## src/rtl/addimm_pkg.sv

```systemverilog
package addimm_pkg;

   localparam int unsigned WORD_W   = 32;
   localparam int unsigned OPC_W    = 6;
   localparam int unsigned REG_W    = 5;
   localparam int unsigned IMM_LO_W = 16;
   localparam int unsigned IMM_HI_W = 18;
   localparam int unsigned IMM_W    = IMM_LO_W + IMM_HI_W;

   typedef enum logic [1:0] {
      ST_IDLE = 2'd0,
      ST_HELD = 2'd1,
      ST_SKIP = 2'd2
   } seq_state_e;

   // Word fields, LSB-numbered slices of a big-endian word
   typedef struct packed {
      logic [OPC_W-1:0]    opcode;   // bits 0-5
      logic [REG_W-1:0]    rt;       // bits 6-10
      logic [REG_W-1:0]    ra;       // bits 11-15
      logic [IMM_LO_W-1:0] imm_lo;   // bits 16-31
      logic [1:0]          pfx_kind; // bits 6-7
      logic                pfx_b8;   // bit 8
      logic [1:0]          pfx_rsv_a;// bits 9-10
      logic                pfx_rel;  // bit 11
      logic [1:0]          pfx_rsv_b;// bits 12-13
      logic [IMM_HI_W-1:0] imm_hi;   // bits 14-31
   } word_fields_t;

endpackage

```

## src/rtl/addimm_field_split.sv

```systemverilog
module addimm_field_split
   import addimm_pkg::*;
#(
   parameter int unsigned ADD_OPC  = 14,
   parameter int unsigned PFX_OPC  = 1,
   parameter int unsigned VEC_OPC  = 9,
   parameter int unsigned PFX_KIND = 2
) (
   input  logic [WORD_W-1:0] word,
   output word_fields_t      f,
   output logic              is_add,
   output logic              is_pfx,
   output logic              pfx_clean,
   output logic              is_vec
);

   generate
      if (ADD_OPC >= (1 << OPC_W) || PFX_OPC >= (1 << OPC_W) || VEC_OPC >= (1 << OPC_W))
         $error("opcode parameter does not fit the opcode field");
      if (PFX_KIND > 3)
         $error("prefix kind does not fit its two-bit field");
      if (ADD_OPC == PFX_OPC || ADD_OPC == VEC_OPC || PFX_OPC == VEC_OPC)
         $error("opcode parameters must differ");
   endgenerate

   always_comb begin
      f.opcode    = word[31:26];
      f.rt        = word[25:21];
      f.ra        = word[20:16];
      f.imm_lo    = word[15:0];
      f.pfx_kind  = word[25:24];
      f.pfx_b8    = word[23];
      f.pfx_rsv_a = word[22:21];
      f.pfx_rel   = word[20];
      f.pfx_rsv_b = word[19:18];
      f.imm_hi    = word[17:0];
   end

   assign is_add    = (f.opcode == OPC_W'(ADD_OPC));
   assign is_pfx    = (f.opcode == OPC_W'(PFX_OPC)) && (f.pfx_kind == 2'(PFX_KIND));
   assign pfx_clean = !f.pfx_b8 && (f.pfx_rsv_a == 2'b00) && (f.pfx_rsv_b == 2'b00);
   assign is_vec    = (f.opcode == OPC_W'(VEC_OPC));

endmodule

```

## src/rtl/addimm_seq.sv

```systemverilog
module addimm_seq
   import addimm_pkg::*;
#(
   parameter int unsigned XLEN = 64
) (
   input  logic                clk,
   input  logic                rst_n,
   input  logic                i_valid,
   input  logic [XLEN-1:0]     i_addr,
   input  word_fields_t        f,
   input  logic                is_add,
   input  logic                is_pfx,
   input  logic                pfx_clean,
   input  logic                is_vec,
   output seq_state_e          state,
   output logic                load,
   output logic [IMM_HI_W-1:0] hold_hi,
   output logic                hold_rel,
   output logic [XLEN-1:0]     hold_addr,
   output logic                o_valid,
   output logic                o_illegal,
   output logic                o_unsup
);

   seq_state_e state_nx;
   logic       cap;
   logic       ill_nx;
   logic       uns_nx;

   always_comb begin
      state_nx = state;
      load     = 1'b0;
      cap      = 1'b0;
      ill_nx   = 1'b0;
      uns_nx   = 1'b0;
      if (i_valid) begin
         unique case (state)
            ST_IDLE: begin
               if (is_add) begin
                  load = 1'b1;
               end else if (is_pfx && pfx_clean) begin
                  cap      = 1'b1;
                  state_nx = ST_HELD;
               end else if (is_pfx) begin
                  ill_nx = 1'b1;
               end else if (is_vec) begin
                  uns_nx   = 1'b1;
                  state_nx = ST_SKIP;
               end else begin
                  uns_nx = 1'b1;
               end
            end
            ST_HELD: begin
               state_nx = ST_IDLE;
               if (is_add) load   = 1'b1;
               else        ill_nx = 1'b1;
            end
            ST_SKIP: state_nx = ST_IDLE;
            default: state_nx = ST_IDLE;
         endcase
      end
   end

   always_ff @(posedge clk) begin
      if (!rst_n) begin
         state     <= ST_IDLE;
         o_valid   <= 1'b0;
         o_illegal <= 1'b0;
         o_unsup   <= 1'b0;
         hold_hi   <= '0;
         hold_rel  <= 1'b0;
         hold_addr <= '0;
      end else begin
         state     <= state_nx;
         o_valid   <= load;
         o_illegal <= ill_nx;
         o_unsup   <= uns_nx;
         if (cap) begin
            hold_hi   <= f.imm_hi;
            hold_rel  <= f.pfx_rel;
            hold_addr <= i_addr;
         end
      end
   end

   // flags are mutually exclusive
   a_r10_one_flag: assert property (@(posedge clk) disable iff (!rst_n)
      $onehot0({o_valid, o_illegal, o_unsup}));

   // no accepted word, no flag next cycle
   a_r10_idle_quiet: assert property (@(posedge clk) disable iff (!rst_n)
      !i_valid |=> !(o_valid || o_illegal || o_unsup));

   // a well-formed prefix is held silently
   a_r3_prefix_silent: assert property (@(posedge clk) disable iff (!rst_n)
      (state == ST_IDLE && i_valid && is_pfx && pfx_clean) |=> (!o_valid && state == ST_HELD));

   // the word after a vector prefix is dropped
   a_r5_skip_silent: assert property (@(posedge clk) disable iff (!rst_n)
      (state == ST_SKIP && i_valid) |=> !(o_valid || o_illegal || o_unsup));

   // a held prefix with a wrong suffix is illegal
   a_r7_bad_suffix: assert property (@(posedge clk) disable iff (!rst_n)
      (state == ST_HELD && i_valid && !is_add) |=> (o_illegal && state == ST_IDLE));

   // reserved bits make the prefix illegal
   a_r8_bad_prefix: assert property (@(posedge clk) disable iff (!rst_n)
      (state == ST_IDLE && i_valid && is_pfx && !pfx_clean) |=> (o_illegal && state == ST_IDLE));

endmodule

```

## src/rtl/addimm_alu.sv

```systemverilog
module addimm_alu
   import addimm_pkg::*;
#(
   parameter int unsigned XLEN = 64
) (
   input  logic                use_long,
   input  logic [REG_W-1:0]    ra,
   input  logic [IMM_LO_W-1:0] imm_lo,
   input  logic [IMM_HI_W-1:0] hold_hi,
   input  logic                hold_rel,
   input  logic [XLEN-1:0]     hold_addr,
   input  logic [XLEN-1:0]     rd_data,
   output logic [XLEN-1:0]     sum
);

   localparam int unsigned EXT_S = XLEN - IMM_LO_W;
   localparam int unsigned EXT_L = XLEN - IMM_W;

   generate
      if (XLEN <= IMM_W)
         $error("XLEN must exceed the long immediate width");
   endgenerate

   logic [XLEN-1:0]  imm_short;
   logic [XLEN-1:0]  imm_long;
   logic [IMM_W-1:0] joined;
   logic [XLEN-1:0]  reg_base;
   logic [XLEN-1:0]  base;

   assign joined    = {hold_hi, imm_lo};
   assign imm_short = {{EXT_S{imm_lo[IMM_LO_W-1]}}, imm_lo};
   assign imm_long  = {{EXT_L{joined[IMM_W-1]}}, joined};
   assign reg_base  = (ra == '0) ? '0 : rd_data;

   always_comb begin
      if (use_long) begin
         base = hold_rel ? hold_addr : reg_base;
         sum  = base + imm_long;
      end else begin
         base = reg_base;
         sum  = base + imm_short;
      end
   end

endmodule

```

## src/rtl/addimm_exec.sv

```systemverilog
module addimm_exec
   import addimm_pkg::*;
#(
   parameter int unsigned XLEN     = 64,
   parameter int unsigned ADD_OPC  = 14,
   parameter int unsigned PFX_OPC  = 1,
   parameter int unsigned VEC_OPC  = 9,
   parameter int unsigned PFX_KIND = 2
) (
   input  logic              clk,
   input  logic              rst_n,
   input  logic              in_valid,
   input  logic [WORD_W-1:0] in_word,
   input  logic [XLEN-1:0]   in_addr,
   output logic [REG_W-1:0]  rd_idx,
   input  logic [XLEN-1:0]   rd_data,
   output logic              out_valid,
   output logic [REG_W-1:0]  out_rt,
   output logic [XLEN-1:0]   out_result,
   output logic              out_illegal,
   output logic              out_unsup
);

   word_fields_t        fld;
   logic                is_add, is_pfx, pfx_clean, is_vec;
   seq_state_e          st;
   logic                load;
   logic [IMM_HI_W-1:0] hold_hi;
   logic                hold_rel;
   logic [XLEN-1:0]     hold_addr;
   logic [XLEN-1:0]     sum;

   addimm_field_split #(
      .ADD_OPC (ADD_OPC),
      .PFX_OPC (PFX_OPC),
      .VEC_OPC (VEC_OPC),
      .PFX_KIND(PFX_KIND)
   ) u_split (
      .word     (in_word),
      .f        (fld),
      .is_add   (is_add),
      .is_pfx   (is_pfx),
      .pfx_clean(pfx_clean),
      .is_vec   (is_vec)
   );

   addimm_seq #(.XLEN(XLEN)) u_seq (
      .clk      (clk),
      .rst_n    (rst_n),
      .i_valid  (in_valid),
      .i_addr   (in_addr),
      .f        (fld),
      .is_add   (is_add),
      .is_pfx   (is_pfx),
      .pfx_clean(pfx_clean),
      .is_vec   (is_vec),
      .state    (st),
      .load     (load),
      .hold_hi  (hold_hi),
      .hold_rel (hold_rel),
      .hold_addr(hold_addr),
      .o_valid  (out_valid),
      .o_illegal(out_illegal),
      .o_unsup  (out_unsup)
   );

   addimm_alu #(.XLEN(XLEN)) u_alu (
      .use_long (st == ST_HELD),
      .ra       (fld.ra),
      .imm_lo   (fld.imm_lo),
      .hold_hi  (hold_hi),
      .hold_rel (hold_rel),
      .hold_addr(hold_addr),
      .rd_data  (rd_data),
      .sum      (sum)
   );

   assign rd_idx = fld.ra;

   always_ff @(posedge clk) begin
      if (!rst_n) begin
         out_rt     <= '0;
         out_result <= '0;
      end else if (load) begin
         out_rt     <= fld.rt;
         out_result <= sum;
      end
   end

   // zero base field adds the short immediate to literal zero
   a_r2_zero_base: assert property (@(posedge clk) disable iff (!rst_n)
      (st == ST_IDLE && in_valid && is_add && fld.ra == '0)
      |=> (out_valid && out_result == $past({{(XLEN-IMM_LO_W){in_word[15]}}, in_word[15:0]})));

   // destination index follows the accepted word
   a_r1_rt_index: assert property (@(posedge clk) disable iff (!rst_n)
      (in_valid && load) |=> (out_valid && out_rt == $past(in_word[25:21])));

endmodule

```

## config.mk

```make
export PLATFORM = sky130hd
export DESIGN_NAME = addimm_exec
export DESIGN_NICKNAME = d
export VERILOG_FILES = /design/src/rtl/addimm_pkg.sv /design/src/rtl/addimm_field_split.sv /design/src/rtl/addimm_seq.sv /design/src/rtl/addimm_alu.sv /design/src/rtl/addimm_exec.sv
export SDC_FILE = /design/constraint.sdc
export NUM_CORES = 1
export LEC_CHECK = 0
export BUFFER_PORTS_ARGS = -buffer_cell sky130_fd_sc_hd__clkbuf_2
export CAP_MARGIN = 15
export CORE_MARGIN = 1
export CORE_UTILIZATION = 60
export DETAILED_ROUTE_END_ITERATION = 8
export GPL_TIMING_DRIVEN = 1
export PLACE_DENSITY = 0.83
export SLEW_MARGIN = 20
export SYNTH_ARGS = -nofsm -noshare
export SYNTH_HDL_FRONTEND = slang
export SYNTH_HIERARCHICAL = 1
export SYNTH_SLANG_ARGS = --single-unit
```

## constraint.sdc

```tcl
create_clock -name clk -period 8.05 [get_ports clk]
set_input_delay 1.61 -clock clk [delete_from_list [all_inputs] [get_ports clk]]
set_output_delay 1.61 -clock clk [all_outputs]
set_load 0.005 [all_outputs]
```

==> metrics.md, run 1 <==
| Metric | Value |
|---|---|
| Unrepaired setup endpoints after global routing | false |
| Post-DP HPWL | 43.69 mm |
| Clock slew at reported path FFs | 0.07 ns |
| Total leakage power | 7.434 nW |
| CTS HTree Levels | 4 |
| Tightest Pin Transition | 0.9319 ns |
| Starting Density | 61.84% |
| Post-layout util | 66.98% |
| Worst rel slew slack | 37.75% |
| Ant. Diodes | 0 |
| Final nets | 2607 |
| Largest net degree at the start of global routing | 84 |
| Setup TNS | 0 ns |
| WP data arrival | 6.77 ns |
| ANT nets after route | 0 |
| CP Launch Type | primary input |
| Outcome | finished with violations |
| Initial antenna violation count | 1 |
| Clk sinks | 157 |
| Ports | 240 |
| Clock buffer depth | 2 |
| Final Slew Violations | 0 |
| Synth warn | 6 |
| Via-to-Cell Ratio | 6.445 |
| Share of cells above drive strength 1 | 15.82% |
| Mapped Avg Cell Area | 7.466 sq um |
| FP Rows | 60 |
| Critical Path Max Stage Delay | 0.64 ns |
| Most frequent CP cell | nor2_1 |
| Chip Height | 169.4 um |
| Critical path class | primary input to register |
| Slowest CP cell | a221oi_1 |
| Drt total wl | 57.22 mm |
| Grt ovf | 0 |
| Final setup fails | 0 |
| Worst vdd ir | 0.1470 mV |
| CP required | 8.39 ns |
| Cells after synthesis | 2251 |
| Post_cts resized | 0 |
| Area growth, synth to finish | 8.309% |
| Chip width | 169.4 um |
| Net count after synthesis | 2525 |
| Clk_lat worst skew | 0.45 ns |
| Hold WC Path Type | register to register |
| FF+latch area | 0.003144 sq mm |
| Gr usage total | 38.75% |
| Commonest non-fill, non-tap cell in the layout | nand2_1 |
| Final Hold Viols | 0 |
| First-pass DRT Iterations | 9 |
| GP Congestion | 0.9974 |
| Power, Total | 0.002343 W |
| DIE AREA | 0.02868 sq mm |
| Post-Synthesis Cell Area | 0.01680 sq mm |
| Fillers | 2361 |
| Clock root buffer | clkbuf_16 |
| First-pass GRT wire length | 87.77 mm |
| Core area | 0.02718 sq mm |
| DRT iter0 DRCs | 2328 |
| Via count | 17510 |
| Failing checks | design-rule violations |
| Post-route DRC | 2 |
| CTS Buf Count | 17 |
| Setup Skew | 0.01525 ns |
| WL/cell | 21.06 um |
| Crit path time final | 6.436 ns |
| Worst setup EP type | register |
| Max-Cap Viols | 0 |
| Vias in the first global route | 16160 |
| Most frequent cells in the layout | nand2_1 (337), clkbuf_2 (238), a21oi_1 (176) |
| Buffers on Ports | 239 |
| CP cell instances | clkbuf_2 > nor2_1 > nand2_2 > buf_4 > and2_1 > mux2_2 > ha_1 > a211oi_1 > o211ai_1 > a221oi_1 > o41ai_1 > a31o_2 > a22o_1 > nor2_1 > o31a_1 > o221ai_1 > or4_1 > mux2i_1 > nor2b_1 |
| CTS tree | done |
| Cts hold-fix bufs | 0 |
| Peak Freq | 0.1554 GHz |
| Hold slack | 0.4618 ns |
| Tcrit/Tclk final | 79.95% |
| Crit-path max FO | 36 |
| Setup Buffers After CTS | 0 |
| Multi-input logic area | 0.01247 sq mm |
| Pwr dens | 128.7 mW/mm^2 |
power by group:
part           switching (W)  internal (W)
combinational       0.000454      0.000282
clock               0.000368      0.000458
sequential        0.00000121      0.000778
total               0.000824       0.00152
flip-flops by register name, indices dropped and copies added, names as in the netlist:
register         flops
u_seq/o_valid        1
u_seq/hold_rel       1
u_seq/o_illegal      1
out_result          64
u_seq/hold_hi       18
u_seq/hold_addr     64
u_seq/o_unsup        1
u_seq/state          2
out_rt               5
critical path: cells and delay by family:
kind / cells / cell delay, ns
mux: 2 / 0.45
compound gates: 8 / 2.35
fa+ha+maj: 1 / 0.22
buf+inv: 2 / 0.45
simple gates: 6 / 1.68
path summary, 6_finish.rpt:
kind              slack [ns]  depth (start not counted)           startpoint                  end
hold reg to reg         0.46                          2  u_seq/hold_addr[56]  u_seq/hold_addr[56]
hold / removal          0.46                          2  u_seq/hold_addr[56]  u_seq/hold_addr[56]
setup reg to reg        2.81                         15       u_seq/hold_rel       out_result[61]
setup / recovery        1.61                         19          in_word[19]       out_result[61]
area by class of cell:
cell class / count / share of cell area, %
clock inverters: 12 / 0.7699
well taps: 372 / 2.557
repair buffers: 262 / 7.596
flip-flops and latches: 157 / 17.28
clock buffers: 19 / 2.378
multi-input cells: 1850 / 68.50
inverters: 45 / 0.9280
metal layers:
metal,track usage (%),wire length (um),up-vias,share of wire (%)
li1,-,-,8196,-
met1,51.35,24380,8134,43
met2,61.98,25230,1010,44
met3,7.579,5428,171,9.5
met4,14.57,2182,0,3.8
met5,0,0,-,0
through the flow:
| stage | cells | setup WS [ns] | area, sq um |
|---|---|---|---|
| global route | 2717 | 1.391 | 18200 |
| floorplan | 2251 | 1.388 | 16800 |
| global placement | 2685 | 1.463 | 17610 |
| CTS | 2717 | 1.801 | 18200 |
| finish | 2717 | 1.614 | 18200 |
| detailed placement | 2686 | 1.352 | 17630 |
No activity file was read; power rests on OpenSTA's default activity.
==> inputs of run 2 (changes only) <==
CORE_UTILIZATION = 54   (was 60)
PLACE_DENSITY = 0.79   (was 0.83)
clock period = 5.4 ns   (was 8.05 ns; I/O delays follow)
==> metrics.md, run 2 (synthesis gave the netlist of run 1 again) <==
| Metric | Value |
|---|---|
| FF+latch area | 0.003144 sq mm |
| WP data arrival | 5.44 ns |
| WL/cell | 20.19 um |
| Pwr dens | 187.0 mW/mm^2 |
| Worst rel slew slack | 27.69% |
| Most frequent CP cell | buf_4 |
| Vias in the first global route | 16640 |
| DIE AREA | 0.03183 sq mm |
| Core area | 0.03059 sq mm |
| Final Hold Viols | 0 |
| Total leakage power | 8.033 nW |
| Most frequent cells in the layout | nand2_1 (337), clkbuf_2 (238), a21oi_1 (176) |
| Post_cts resized | 0 |
| CTS Buf Count | 17 |
| Commonest non-fill, non-tap cell in the layout | nand2_1 |
| Drt total wl | 57.69 mm |
| Final nets | 2723 |
| Area growth, synth to finish | 14.59% |
| Unrepaired setup endpoints after global routing | false |
| Clk_lat worst skew | 0.47 ns |
| ANT nets after route | 0 |
| First-pass DRT Iterations | 8 |
| GP Congestion | 1.004 |
| CTS tree | done |
| Largest net degree at the start of global routing | 133 |
| First-pass GRT wire length | 89.55 mm |
| Critical path class | primary input to register |
| CP Launch Type | primary input |
| Post-DP HPWL | 44.81 mm |
| Grt ovf | 0 |
| Slowest CP cell | or4_1 |
| Worst Reg-to-Reg Cells | 16 |
| Post-route DRC | 0 |
| Setup slack after layout | 0.3130 ns |
| Hold depth | 2 |
| Worst vdd ir | 0.2723 mV |
| Clk sinks | 157 |
| Largest regs | out_result: 64 flops, u_seq/hold_addr: 64 flops, u_seq/hold_hi: 18 flops |
| Ports | 240 |
| CTS HTree Levels | 4 |
| Buffers on Ports | 239 |
| Peak Freq | 0.1966 GHz |
| Tcrit/Tclk final | 94.20% |
| CP cell instances | clkbuf_2 > nor3_4 > buf_4 > a21boi_0 > mux2_2 > ha_1 > a211oi_1 > o21ai_0 > a221oi_2 > buf_4 > o41ai_2 > a31o_2 > a22o_1 > nor2_4 > o31a_1 > o221ai_1 > or4_1 > mux2i_1 > nor2b_1 |
| Share of cells above drive strength 1 | 20.47% |
| Via count | 17730 |
| CP required | 5.76 ns |
| Clock slew at reported path FFs | 0.07 ns |
| Initial antenna violation count | 1 |
| Fillers | 2766 |
| Via-to-Cell Ratio | 6.203 |
| Max-Cap Viols | 0 |
| Clock root buffer | clkbuf_16 |
| Final Slew Violations | 0 |
| Ant. Diodes | 0 |
| Crit-path max FO | 17 |
| Multi-input logic area | 0.01257 sq mm |
| Chip width | 178.4 um |
| Tightest Pin Transition | 1.085 ns |
| Clock buffer depth | 2 |
| DRT iter0 DRCs | 1911 |
| Dpl ws | -0.1805 ns |
| Outcome | complete, no violations |
| Critical Path Max Stage Delay | 0.56 ns |
| Chip Height | 178.4 um |
| Crit path time final | 5.087 ns |
| Worst setup EP type | register |
| Power, Total | 0.003600 W |
| Gr usage total | 35.81% |
| Cts hold-fix bufs | 0 |
| Final setup fails | 0 |
| Hold WC Path Type | register to register |
| FP Rows | 64 |
| Setup Skew | 0.01555 ns |
| Setup Buffers After CTS | 0 |
| Hold slack | 0.4579 ns |
| Starting Density | 54.94% |
run 2: cell types whose count changed in the layout (fill, tap and decap cells not counted), sizes merged:
| cell | before | now |
|---|---|---|
| buf | 24 | 140 |
| inv | 47 | 52 |
| clkinvlp | 3 | 1 |
| bufinv | 2 | 1 |
| clkbuf | 257 | 256 |
run 2: routing by layer:
metal | global-route usage, % | part of all wire, %
met5 | 0 | 0
met1 | 49.96 | 45
met2 | 56.10 | 44
met3 | 5.328 | 8.4
met4 | 11.44 | 2.9
run 2: layout make-up:
class / instances / share of cell area [%]
tap: 396 / 2.573
inverter: 45 / 0.8772
clock buffer: 18 / 2.281
timing repair buffer: 378 / 11.86
clock inverter: 14 / 0.8057
sequential: 157 / 16.33
multi-input combinational: 1850 / 65.28
run 2: worst paths after layout:
kind	startpoint	to	slack, ns
max	in_word[20]	out_result[61]	0.31
min reg2reg	u_seq/hold_addr[41]	u_seq/hold_addr[41]	0.46
max reg2reg	u_seq/hold_rel	out_result[61]	1.04
min	u_seq/hold_addr[41]	u_seq/hold_addr[41]	0.46
run 2: stage by stage:
step / utilization, % / cells / area [sq um] / setup TNS (ns)
2_1_floorplan: - / 2251 / 16960 / -0.03749
3_3_place_gp: 60.99 / 2826 / 18660 / -0.1737
3_5_place_dp: 60.99 / 2826 / 18660 / -0.4899
4_1_cts: 62.93 / 2858 / 19250 / 0
5_1_grt: 62.95 / 2858 / 19260 / 0
6_report: 62.95 / 2858 / 19260 / 0
run 2: worst max-delay path: cells and delay by family:
family / cells / cell delay (ns)
compound gates: 9 / 1.98
fa+ha+maj: 1 / 0.32
buf+inv: 3 / 0.60
mux: 2 / 0.47
simple gates: 4 / 0.99
run 2: power breakdown:
part	internal (W)	switching, W	leakage, nW
logic	0.000486	0.000694	6.48
clock network	0.000667	0.000591	0.289
registers	0.00116	0.00000180	1.26
total	0.00231	0.00129	8.03
